[src/rtl/pmu_pkg.sv]
package pmu_pkg;
  localparam int PMU_CTRS = 4;

  // local control word bit positions
  localparam int LCW_HOLD    = 0;
  localparam int LCW_FZ_SUP  = 1;
  localparam int LCW_FZ_USR  = 2;
  localparam int LCW_FZ_MK0  = 3;
  localparam int LCW_FZ_MK1  = 4;
  localparam int LCW_CE      = 5;
  localparam int LCW_SEL_LSB = 8;

  // global control word bit positions
  localparam int GC_STOP = 0;
  localparam int GC_IE   = 1;
  localparam int GC_SOC  = 2;

  typedef struct packed {
    logic [PMU_CTRS-1:0] ctrLoad;
    logic [PMU_CTRS-1:0] ctrInc;
  } pmuStrobe_t;
endpackage

[src/rtl/pmu_datapath.sv]
module pmu_datapath
  import pmu_pkg::*;
#(
  parameter int NumCtr = PMU_CTRS,
  parameter int CtrW   = 32
) (
  input  logic                       clk,
  input  logic                       rstN,
  input  pmuStrobe_t                 strb,
  input  logic [CtrW-1:0]            wrData,
  output logic [NumCtr-1:0][CtrW-1:0] ctrVal
);
  localparam logic [CtrW-1:0] One = CtrW'(1);

  for (genvar i = 0; i < NumCtr; i++) begin : gCtr
    always_ff @(posedge clk or negedge rstN) begin
      if (!rstN) begin
        ctrVal[i] <= '0;
      end else if (strb.ctrLoad[i]) begin
        ctrVal[i] <= wrData;
      end else if (strb.ctrInc[i]) begin
        ctrVal[i] <= ctrVal[i] + One;
      end
    end

    // a load wins over an increment in the same cycle
    assert_load_wins_R10: assert property (@(posedge clk) disable iff (!rstN)
      strb.ctrLoad[i] |=> (ctrVal[i] == $past(wrData)));

    // one increment adds exactly one
    assert_inc_one_R2: assert property (@(posedge clk) disable iff (!rstN)
      (strb.ctrInc[i] && !strb.ctrLoad[i]) |=> (ctrVal[i] == $past(ctrVal[i]) + One));

    // no strobe, no change
    assert_idle_stable_R2: assert property (@(posedge clk) disable iff (!rstN)
      (!strb.ctrInc[i] && !strb.ctrLoad[i]) |=> $stable(ctrVal[i]));
  end
endmodule

[src/rtl/pmu_ctrl.sv]
module pmu_ctrl
  import pmu_pkg::*;
#(
  parameter int NumCtr = PMU_CTRS,
  parameter int CtrW   = 32,
  parameter int EvtW   = 32,
  parameter int AddrW  = 4
) (
  input  logic                        clk,
  input  logic                        rstN,
  input  logic [EvtW-1:0]             evtIn,
  input  logic                        privSup,
  input  logic                        markIn,
  input  logic [AddrW-1:0]            regAddr,
  input  logic                        regWrEn,
  input  logic [CtrW-1:0]             regWrData,
  input  logic [NumCtr-1:0][CtrW-1:0] ctrVal,
  output pmuStrobe_t                  strb,
  output logic [CtrW-1:0]             regRdData,
  output logic                        irqOut
);
  localparam int SelW    = $clog2(EvtW);
  localparam int LcwBase = NumCtr;
  localparam int GcAddr  = 2 * NumCtr;

  logic [NumCtr-1:0]           hold, fzSup, fzUsr, fzMk0, fzMk1, condEn, msbVec;
  logic [NumCtr-1:0][SelW-1:0] evSel;
  logic [NumCtr-1:0][CtrW-1:0] lcwRd;
  logic                        gStop, gIntEn, gSoc, gWr, anyCond;

  assign gWr = regWrEn && (regAddr == AddrW'(GcAddr));

  for (genvar i = 0; i < NumCtr; i++) begin : gLcw
    logic lcwWr;
    logic gated;
    assign lcwWr = regWrEn && (regAddr == AddrW'(LcwBase + i));

    always_ff @(posedge clk or negedge rstN) begin
      if (!rstN) begin
        hold[i]   <= 1'b1;
        fzSup[i]  <= 1'b1;
        fzUsr[i]  <= 1'b1;
        fzMk0[i]  <= 1'b1;
        fzMk1[i]  <= 1'b1;
        condEn[i] <= 1'b0;
        evSel[i]  <= '0;
      end else if (lcwWr) begin
        hold[i]   <= regWrData[LCW_HOLD];
        fzSup[i]  <= regWrData[LCW_FZ_SUP];
        fzUsr[i]  <= regWrData[LCW_FZ_USR];
        fzMk0[i]  <= regWrData[LCW_FZ_MK0];
        fzMk1[i]  <= regWrData[LCW_FZ_MK1];
        condEn[i] <= regWrData[LCW_CE];
        evSel[i]  <= regWrData[LCW_SEL_LSB +: SelW];
      end
    end

    assign gated = gStop | hold[i]
                 | (privSup & fzSup[i]) | (~privSup & fzUsr[i])
                 | (~markIn & fzMk0[i]) | (markIn & fzMk1[i]);

    assign strb.ctrInc[i]  = evtIn[evSel[i]] & ~gated;
    assign strb.ctrLoad[i] = regWrEn && (regAddr == AddrW'(i));
    assign msbVec[i]       = ctrVal[i][CtrW-1];

    always_comb begin
      lcwRd[i] = '0;
      lcwRd[i][LCW_HOLD]   = hold[i];
      lcwRd[i][LCW_FZ_SUP] = fzSup[i];
      lcwRd[i][LCW_FZ_USR] = fzUsr[i];
      lcwRd[i][LCW_FZ_MK0] = fzMk0[i];
      lcwRd[i][LCW_FZ_MK1] = fzMk1[i];
      lcwRd[i][LCW_CE]     = condEn[i];
      lcwRd[i][LCW_SEL_LSB +: SelW] = evSel[i];
    end
  end

  assign anyCond = |(condEn & msbVec);
  assign irqOut  = gIntEn & anyCond;

  always_ff @(posedge clk or negedge rstN) begin
    if (!rstN) begin
      gStop  <= 1'b1;
      gIntEn <= 1'b0;
      gSoc   <= 1'b0;
    end else begin
      if (gWr) begin
        gStop  <= regWrData[GC_STOP];
        gIntEn <= regWrData[GC_IE];
        gSoc   <= regWrData[GC_SOC];
      end
      if (gSoc && anyCond) gStop <= 1'b1;
    end
  end

  always_comb begin
    regRdData = '0;
    for (int i = 0; i < NumCtr; i++) begin
      if (regAddr == AddrW'(i))           regRdData = ctrVal[i];
      if (regAddr == AddrW'(LcwBase + i)) regRdData = lcwRd[i];
    end
    if (regAddr == AddrW'(GcAddr)) begin
      regRdData[GC_STOP] = gStop;
      regRdData[GC_IE]   = gIntEn;
      regRdData[GC_SOC]  = gSoc;
    end
  end

  // stop-all freezes every counter that is not being written
  assert_stop_all_R3: assert property (@(posedge clk) disable iff (!rstN)
    (gStop && !(|strb.ctrLoad)) |=> (ctrVal == $past(ctrVal)));

  // the interrupt holds until a register write
  assert_irq_sticky_R8: assert property (@(posedge clk) disable iff (!rstN)
    (irqOut && !regWrEn) |=> irqOut);

  // an enabled condition with stop-on-condition sets stop-all next edge
  assert_auto_stop_R9: assert property (@(posedge clk) disable iff (!rstN)
    (gSoc && anyCond) |=> gStop);
endmodule

[src/rtl/pmu_unit.sv]
module pmu_unit
  import pmu_pkg::*;
#(
  parameter int NumCtr = PMU_CTRS,
  parameter int CtrW   = 32,
  parameter int EvtW   = 32,
  parameter int AddrW  = 4
) (
  input  logic             clk,
  input  logic             rstN,
  input  logic [EvtW-1:0]  evtIn,
  input  logic             privSup,
  input  logic             markIn,
  input  logic [AddrW-1:0] regAddr,
  input  logic             regWrEn,
  input  logic [CtrW-1:0]  regWrData,
  output logic [CtrW-1:0]  regRdData,
  output logic             irqOut
);
  pmuStrobe_t                  strb;
  logic [NumCtr-1:0][CtrW-1:0] ctrVal;

  pmu_ctrl #(.NumCtr(NumCtr), .CtrW(CtrW), .EvtW(EvtW), .AddrW(AddrW)) uCtrl (
    .clk(clk), .rstN(rstN), .evtIn(evtIn), .privSup(privSup), .markIn(markIn),
    .regAddr(regAddr), .regWrEn(regWrEn), .regWrData(regWrData),
    .ctrVal(ctrVal), .strb(strb), .regRdData(regRdData), .irqOut(irqOut)
  );

  pmu_datapath #(.NumCtr(NumCtr), .CtrW(CtrW)) uData (
    .clk(clk), .rstN(rstN), .strb(strb), .wrData(regWrData), .ctrVal(ctrVal)
  );
endmodule

[config.mk]
export PLATFORM = sky130hd
export DESIGN_NAME = pmu_unit
export DESIGN_NICKNAME = d
export VERILOG_FILES = /design/src/rtl/pmu_pkg.sv /design/src/rtl/pmu_datapath.sv /design/src/rtl/pmu_ctrl.sv /design/src/rtl/pmu_unit.sv
export SDC_FILE = /design/constraint.sdc
export NUM_CORES = 1
export LEC_CHECK = 0
export BUFFER_PORTS_ARGS = -buffer_cell sky130_fd_sc_hd__buf_2
export CAP_MARGIN = 25
export CORE_MARGIN = 3
export CORE_UTILIZATION = 25
export CTS_BUF_LIST = sky130_fd_sc_hd__clkbuf_4 sky130_fd_sc_hd__clkbuf_8
export DETAILED_ROUTE_END_ITERATION = 16
export PLACE_DENSITY = 0.47
export SYNTH_ARGS = -nofsm -noshare
export SYNTH_HDL_FRONTEND = slang
export SYNTH_SLANG_ARGS = --single-unit
[constraint.sdc]
create_clock -name clk -period 3.4 [get_ports clk]
set_input_delay 0.17 -clock clk [delete_from_list [all_inputs] [get_ports clk]]
set_output_delay 0.17 -clock clk [all_outputs]
set_load 0.005 [all_outputs]
# Word-level counts from Yosys, hierarchy flattened
# Cells that the tools add are included.
totals:
  out_inout_bits: 33
  reg_bits: 175
classes:
  addsub: 4
  n_bitwise: 48
  n_lt_le_gt_ge: 4
  n_eq_ne: 8
  n_mux: 27
  n_reduce_logical: 17
ops:
  columns: ["op", "count"]
  rows:
  - ["32-bit two-way mux", 16]
  - ["32-bit by 1-bit adder with 32-bit output (second input constant)", 4]
  - ["5-bit by 6-bit less-than comparator with 1-bit output (second input constant)", 4]
  - ["1-bit AND", 21]
  - ["1-bit binary-select mux with 5-bit select", 4]
  - ["1-bit bitwise OR", 20]
  - ["4-bit by 3-bit equality test with 1-bit output (second input constant)", 4]
  - ["1-bit logical AND", 10]
  - ["2-bit nonzero test", 5]
  - ["4-bit by 2-bit equality test with 1-bit output (second input constant)", 2]
  - ["1-bit two-way mux", 6]
  - ["1-bit inverter", 6]
  - ["4-bit AND", 1]
  - ["4-bit by 1-bit equality test with 1-bit output (second input constant)", 1]
  - ["4-bit equality test (second input constant)", 1]
  - ["4-bit logical NOT", 1]
  - ["4-bit OR reduction", 1]
  - ["3-bit two-way mux", 1]

# Depth between registers and ports, before layout
# Gate-level depths: netlist (run 1).
depth:
  ltp_word: 10
  ltp_mapped: 10
  depth_no_buf: 7

# By module
# From an unflattened synthesis (run 1), not the netlist that was laid out.
unflattened:
  cells_unflattened: 1249
  hier_area_um2: 11830.1
by_module_without_submodules:
  columns: ["mod", "area_per_inst_um2", "cells_each", "instances", "seq_area_each_um2"]
  rows:
  - ["pmu_datapath", 7450.9, 860, 1, 3203.1]
  - ["pmu_ctrl", 4379.2, 389, 1, 1202.4]

# Worst setup path before layout (run 1)
# Ideal clock, no wire load.
synth_path:
  path_kind: "reg2reg"
  start: "reg uCtrl.evSel[0] (netlist bit)"
  end: "reg uData.ctrVal[14] (netlist bit)"
  t_arrival_ps: 2637
  setup_slack_ps: 681
  stages_incl_launch_ff: 10
  synth_period_minus_slack_ps: 2719
  setup_time_ps: 82
  cell_sequence: "dfrtp_1 -> buf_2 -> buf_2 -> mux2_2 -> mux4_2 -> o22ai_1 -> nor4_1 -> buf_2 -> a31o_2 -> a31oi_1"
synth_via:
  elab_chain_len: 4
synth_rtl:
  columns: ["item", "line", "rtl"]
  rows:
  - ["start: declaration", "pmu_ctrl.sv:27", "logic [NumCtr-1:0][SelW-1:0] evSel;"]
  - ["start signal: indexed assignment", "pmu_ctrl.sv:54", "evSel[i] <= regWrData[LCW_SEL_LSB +: SelW];"]
  - ["1-bit binary-select mux with 5-bit select", "pmu_ctrl.sv:62", "assign strb.ctrInc[i] = evtIn[evSel[i]] & ~gated;"]
  - ["1-bit two-way mux (not written as such)", "pmu_ctrl.sv:62", null]
  - ["1-bit AND", "pmu_ctrl.sv:62", null]
  - ["2-bit nonzero test (no line)", null, null]
  - ["end signal: indexed assignment", "pmu_datapath.sv:20", "ctrVal[i] <= wrData;"]
  - ["end signal: indexed assignment", "pmu_datapath.sv:22", "ctrVal[i] <= ctrVal[i] + One;"]
  - ["end: declaration", "pmu_datapath.sv:11", "output logic [NumCtr-1:0][CtrW-1:0] ctrVal"]
# No other way between the ends. The select of a mux whose other input is x is not followed.
# A chain may end at the register's enable or synchronous reset.

# Worst setup path after layout (run 1)
layout_path:
  start: "reg uCtrl.evSel[15] (netlist bit)"
  end: "reg uData.ctrVal[114] (netlist bit)"
# The elaborated chain is that of the path after synthesis.

==> results.ini, run 1 <==
[worst_setup_path]
critPathMaxFanout = 18
worst_setup_path_end_kind = flip-flop
required_ns = 3.85
rr_startpoint = uCtrl.evSel[15]
r2r_slack_ns = 0.28
arrival_ns = 3.56
startpoint_type = flip-flop
worstReg2RegEnd = uData.ctrVal[114]
rr_worst_depth = 7
critPathKind = reg -> reg

[final_layout]
final_nets = 1572
area_delta_synth_final_pct = 17.4
mostFrequentLayoutCells = nand2_1, dfrtp_1, buf_2, o21ai_0, nor2_1
final_common_cell = nand2_1
layout-drive-gt1-share_pct = 21.2

[global_route]
antenna_found_initial = 0
grt_pass1_vias = 11500
grtUsageTotal_pct = 19.5
grt_pass1_wl_mm = 75.2
grt_max_degree = 67
grt_overflow = 0

[clock_network]
cts_root_buffer = clkbuf_8
clock-sinks = 175
cts_tree = yes
clk_latency_ns = 0.52
cts-buffers-inserted = 17
htree_levels = 4
clkTransAtPathRegs_ns = 0.11
cts_buffer_depth = 2
post-cts-setup-buffer-count = 0

[job]
maxCapViolCount = 0

[timing]
min_period_ns = 3.12
fmax_ghz = 0.321
finalSetupViolCount = 0
skew_ns = 0.0186
fin_tns_setup_ns = 0
period_share_pct = 91.7
setup_ws_ns = 0.284
max-slew-margin-rel_pct = 39.9
hold_viol = 0
drv_slew = 0
worst_slew_pin_slew_ns = 0.902
rsz0062_at_grt = no

[yosys]
ys_ff_latch = 175
async_flop_share_pct = 100
synth_edf_count = 0
syn_nets = 1476
synth_area_um2 = 12200
ys_seq_area_share_pct = 36.1
synth.distinct_cells = 66
synth-main-ff-cell = dfrtp_1
synth.yosys.warnings = 0
netlist_instances = 1399
avgSynthCellArea_um2 = 8.72

[hold_path]
hold_depth = 3
min_to = uData.ctrVal[66]
hp-start = regWrData[2]
hold_class = in -> reg

[floorplan]
core_um2 = 47900
io_pins = 106
die_h_um = 227
die_area_um2 = 51500
start_util_pct = 25.4
die_x_um = 227
rows = 80

[detailed_routing]
drtIter0Drc = 1165
vias_per_cell = 5.60
routed_wl_mm = 49.8
vias = 11900
dr.pass1.iters = 7
post_drt_wl_per_cell_um = 23.4
drc = 0
ant_nets = 0

[pwr]
p_per_area_nw_per_um2 = 504
leakagePower_nw = 5.47
ir_drop_uv = 274

[placement]
pre_cts_ws_ns = 0.0428
gp_congestion = 0.846
dp_hpwl_mm = 36.6
io_buffer_count = 105

[status]
run_status = completed

## Yosys cell counts (all sizes together) (30+ instances only)
| master | count | area share (%) |
|---|---|---|
| nand2 | 213 | 6.6 |
| dfrtp | 154 | 32 |
| clkbuf | 89 | 2.8 |
| o21ai | 87 | 3.6 |
| nor2 | 82 | 2.5 |
| mux2 | 66 | 6.1 |
| nand3 | 66 | 2.7 |
| nand4 | 59 | 3.1 |
| mux2i | 47 | 3.9 |
| nor4 | 42 | 2.2 |
| a31oi | 38 | 1.9 |
| xnor2 | 38 | 2.7 |
| a222oi | 33 | 2.7 |
| a21oi | 30 | 1.2 |
| and3 | 30 | 1.5 |
## flip-flops by register name, indices dropped and copies added (netlist names)
name and flops:
uCtrl.gStop 1, uCtrl.hold 4, uCtrl.fzMk0 4, uCtrl.fzSup 4, uCtrl.fzMk1 4, uCtrl.fzUsr 4
uData.ctrVal 128, uCtrl.gIntEn 1, uCtrl.condEn 4, uCtrl.gSoc 1, uCtrl.evSel 20
## final cells by class
type,instances,area (µm²)
fill,5019,33600
antenna,1,2.50
timing repair buffer,182,1230
clock inverter,13,210
inverter,20,75.1
tap,615,769
clock buffer,19,255
multi-input combinational,1099,7360
sequential,175,4410
## logic make-up after synthesis
kind of cell | count (synthesis) | synth area share, %
xor+xnor | 63 | 4.52
mux | 133 | 13.6
fa+ha+maj | 4 | 0.410
simple gates | 625 | 26.0
compound gates | 274 | 15.2
flops | 175 | 36.1
buf+inv | 125 | 4.09
## worst max-delay path by stage
| stage | from | end | slack (ns) | depth (start not counted) |
|---|---|---|---|---|
| 6_report | uCtrl.evSel[15] | uData.ctrVal[114] | 0.28 | 7 |
| 5_1_grt | uCtrl.evSel[15] | uData.ctrVal[110] | 0.15 | 7 |
| 4_1_cts | uCtrl.evSel[15] | uData.ctrVal[114] | 0.02 | 7 |
| 3_5_place_dp | uCtrl.evSel[15] | uData.ctrVal[114] | 0.04 | 7 |
| 3_3_place_gp | uCtrl.evSel[15] | uData.ctrVal[114] | 0.08 | 7 |
| 2_1_floorplan | uCtrl.evSel[0] | uData.ctrVal[14] | 0.68 | 9 |
## metal layers
layer / global-route usage (%) / up-vias / wire length, µm
li1: - / 5457 / -
met1: 27.3 / 5940 / 22500
met2: 31.4 / 428 / 23400
met3: 2.07 / 60 / 2610
met4: 6.50 / 0 / 1380
met5: 0 / - / 0
## power by group
group | leakage [nW] | internal (mW) | switching [mW]
Sequential | 2.03 | 2.59 | 0.833
Clock | 0.218 | 0.904 | 0.882
Combinational | 3.22 | 0.966 | 1.04
Total | 5.47 | 4.46 | 2.76
## worst max-delay path: stages, from the launching register on
cell      delay (ns)
dfrtp_2         0.67
mux2i_1         0.14
mux4_2          0.48
a222oi_1        0.55
buf_4           0.34
nand4_2         0.26
or4_1           0.53
nand3_1         0.09
## metrics by stage
step           hold slack (ns)  cell area (µm²)  utilization [%]  power [mW]  std cells
2_1_floorplan           -0.126            12200                -        4.51       1399
3_3_place_gp             0.229            13600             28.3        5.36       2064
3_5_place_dp             0.230            13600             28.3        5.42       2064
4_1_cts                0.00366            14300             29.8        7.24       2123
5_1_grt                 0.0233            14300             29.8        7.63       2123
6_report                0.0267            14300             29.9        7.22       2124
## timing repair
item	in CTS	in global routing
gates resized for setup	0	2
hold endpoints to repair	126	0
hold buffers	27	0
endpoints found under the setup margin	0	8
(Power assumes the default switching activity.)
==> run 2, diff against run 1 <==
--- a/config.mk
+++ b/config.mk
@@ -11,7 +11,6 @@
 export CORE_UTILIZATION = 25
 export CTS_BUF_LIST = sky130_fd_sc_hd__clkbuf_4 sky130_fd_sc_hd__clkbuf_8
 export DETAILED_ROUTE_END_ITERATION = 16
-export PLACE_DENSITY = 0.47
 export SYNTH_ARGS = -nofsm -noshare
 export SYNTH_HDL_FRONTEND = slang
 export SYNTH_SLANG_ARGS = --single-unit
==> constraint.sdc (replaced) <==
create_clock -name clk -period 3.3 [get_ports clk]
set_input_delay 0.165 -clock clk [delete_from_list [all_inputs] [get_ports clk]]
set_output_delay 0.165 -clock clk [all_outputs]
set_load 0.005 [all_outputs]
==> run 2 against run 1 <==
- design area down 1.3%
- worst setup slack worse by 0.11 ns
- sequential power up 2%
- global-route usage down 1.3 points
- clock power down 4%
- clock skew up 0.0020 ns
- flip-flop and latch count unchanged
- worst hold slack worse by 0.0017 ns
- register-to-register slack worse by 0.11 ns
==> results.ini, run 2 (synthesis results as in run 1) <==
[status]
run_status = completed

[placement]
pre_cts_ws_ns = 0.213
dp_hpwl_mm = 34.7
place_inst = 2063
io_buffer_count = 105
gp_congestion = 0.896
dpl_cell_area_um2 = 13500

[pwr]
leakagePower_nw = 5.40
p_per_area_nw_per_um2 = 513
sequentialPowerShare_pct = 48.3
pwr-share-clk_pct = 23.5
combPwrFrac_pct = 28.2
p_sw_share_pct = 38.6
p_int_mw = 4.45
ir_drop_uv = 273
power.switching_mw = 2.80

[timing]
fmax_ghz = 0.320
hold_viol = 0
fin_tns_setup_ns = 0
rsz0062_at_grt = no
finalSetupViolCount = 0
period_share_pct = 94.7
worst_slew_pin_slew_ns = 0.824
setup_ws_ns = 0.176
skew_ns = 0.0206
max-slew-margin-rel_pct = 44.8
drv_slew = 0
min_period_ns = 3.12

[final_layout]
fillers = 5037
final_nets = 1559
layout-drive-gt1-share_pct = 21.2
final_common_cell = nand2_1
reg_top3 = uData.ctrVal x128, uCtrl.evSel x20
regMostFlops = uData.ctrVal
mostFrequentLayoutCells = nand2_1, dfrtp_1, buf_2, o21ai_0, nor2_1
area_delta_synth_final_pct = 15.8
largest_register_ffs = 128
final_area_um2 = 14100
instances_no_fill = 2111
fin_util_pct = 29.5

[detailed_routing]
ant_nets = 0
drc = 0
post_drt_wl_per_cell_um = 22.3
vias_per_cell = 5.70
vias = 12000
drtIter0Drc = 1660
dr.pass1.iters = 9
routed_wl_mm = 47.0

[clock_network]
cts_root_buffer = clkbuf_8
cts-buffers-inserted = 17
clk_latency_ns = 0.49
clock-sinks = 175
cts_tree = yes
cts_buffer_depth = 2
clkTransAtPathRegs_ns = 0.11
post-cts-setup-buffer-count = 0
htree_levels = 4

[global_route]
grt_pass1_wl_mm = 71.2
grtUsageTotal_pct = 18.1
antenna_found_initial = 0
grt_pass1_vias = 11400
grt_overflow = 0
grt_max_degree = 80

[floorplan]
die_x_um = 227
start_util_pct = 25.4
die_h_um = 227
core_um2 = 47900
die_area_um2 = 51500
io_pins = 106
rows = 80

[worst_setup_path]
critPathKind = reg -> reg
cpMaxStageDelayCell = dfrtp_1
max_stage_delay_ns = 0.88
path_cells = mux2i_1, mux4_2, a31o_2, nor4_1, mux2i_1, a211o_1
startpoint_type = flip-flop
required_ns = 3.67
path_common_cell = mux2i_1
worst_setup_path_end_kind = flip-flop
critPathMaxFanout = 26
arrival_ns = 3.49

[job]
maxCapViolCount = 0

[hold_path]
hold_class = in -> reg

run 2: what timing repair did:
action | in CTS | in global routing
resized for setup | 0 | 1
endpoints found under the setup margin | 0 | 1
hold buffers | 15 | 0
hold endpoints to repair | 96 | 0
run 2: critical path, delay by kind of cell (launching register included):
family / cells / cell delay [ns]
AOI/OAI and AO/OA: 2 / 0.75
DFF: 1 / 0.88
muxes: 3 / 0.82
and+or+nand+nor: 1 / 0.55
run 2: area by class of cell:
type / instances / area [µm²] / area share (%)
diodes: 1 / 2.50 / 0.0177
clock buffers: 19 / 255 / 1.81
inverters: 20 / 75.1 / 0.532
flip-flops and latches: 175 / 4410 / 31.2
clock inverters: 13 / 179 / 1.27
multi-input cells: 1099 / 7350 / 52.0
well taps: 615 / 769 / 5.45
repair buffers: 169 / 1090 / 7.70
run 2: metal layers:
metal  part of all wire (%)  up-vias  track usage [%]
met2                     47      493             29.6
met5                      0        -                0
li1                       -     5432                -
met3                    6.4       99             2.42
met4                    3.4        0             6.66
met1                     43     6006             24.5
run 2: final timing paths:
| check | startpoint | end | slack, ns | cells after the start |
|---|---|---|---|---|
| min reg2reg | uCtrl.gSoc | uCtrl.gStop | 0.54 | 2 |
| max | uCtrl.evSel[10] | uData.ctrVal[89] | 0.18 | 6 |
| max reg2reg | uCtrl.evSel[10] | uData.ctrVal[89] | 0.18 | 6 |
| max in group asynchronous | rstN | uData.ctrVal[24] | 2.07 | 3 |
| min | regWrData[30] | uData.ctrVal[126] | 0.02 | 3 |
| min in group asynchronous | rstN | uCtrl.evSel[16] | 0.30 | 2 |
run 2: power by group through the flow:
| stage | Clock (mW) | Sequential, mW | Combinational (mW) |
|---|---|---|---|
| CTS | 1.74 | 3.47 | 2.03 |
| detailed placement | 0 | 3.51 | 2.01 |
| global route | 1.82 | 3.59 | 2.23 |
| finish | 1.71 | 3.50 | 2.04 |
| floorplan | 0 | 3.11 | 1.53 |
| global placement | 0 | 3.49 | 1.95 |
run 2: metrics by stage:
step | power (mW) | hold slack (ns)
after floorplan | 4.65 | -0.131
after global placement | 5.44 | 0.267
after detailed placement | 5.51 | 0.272
after CTS | 7.24 | 0.000186
after global routing | 7.64 | 0.0142
final | 7.25 | 0.0250
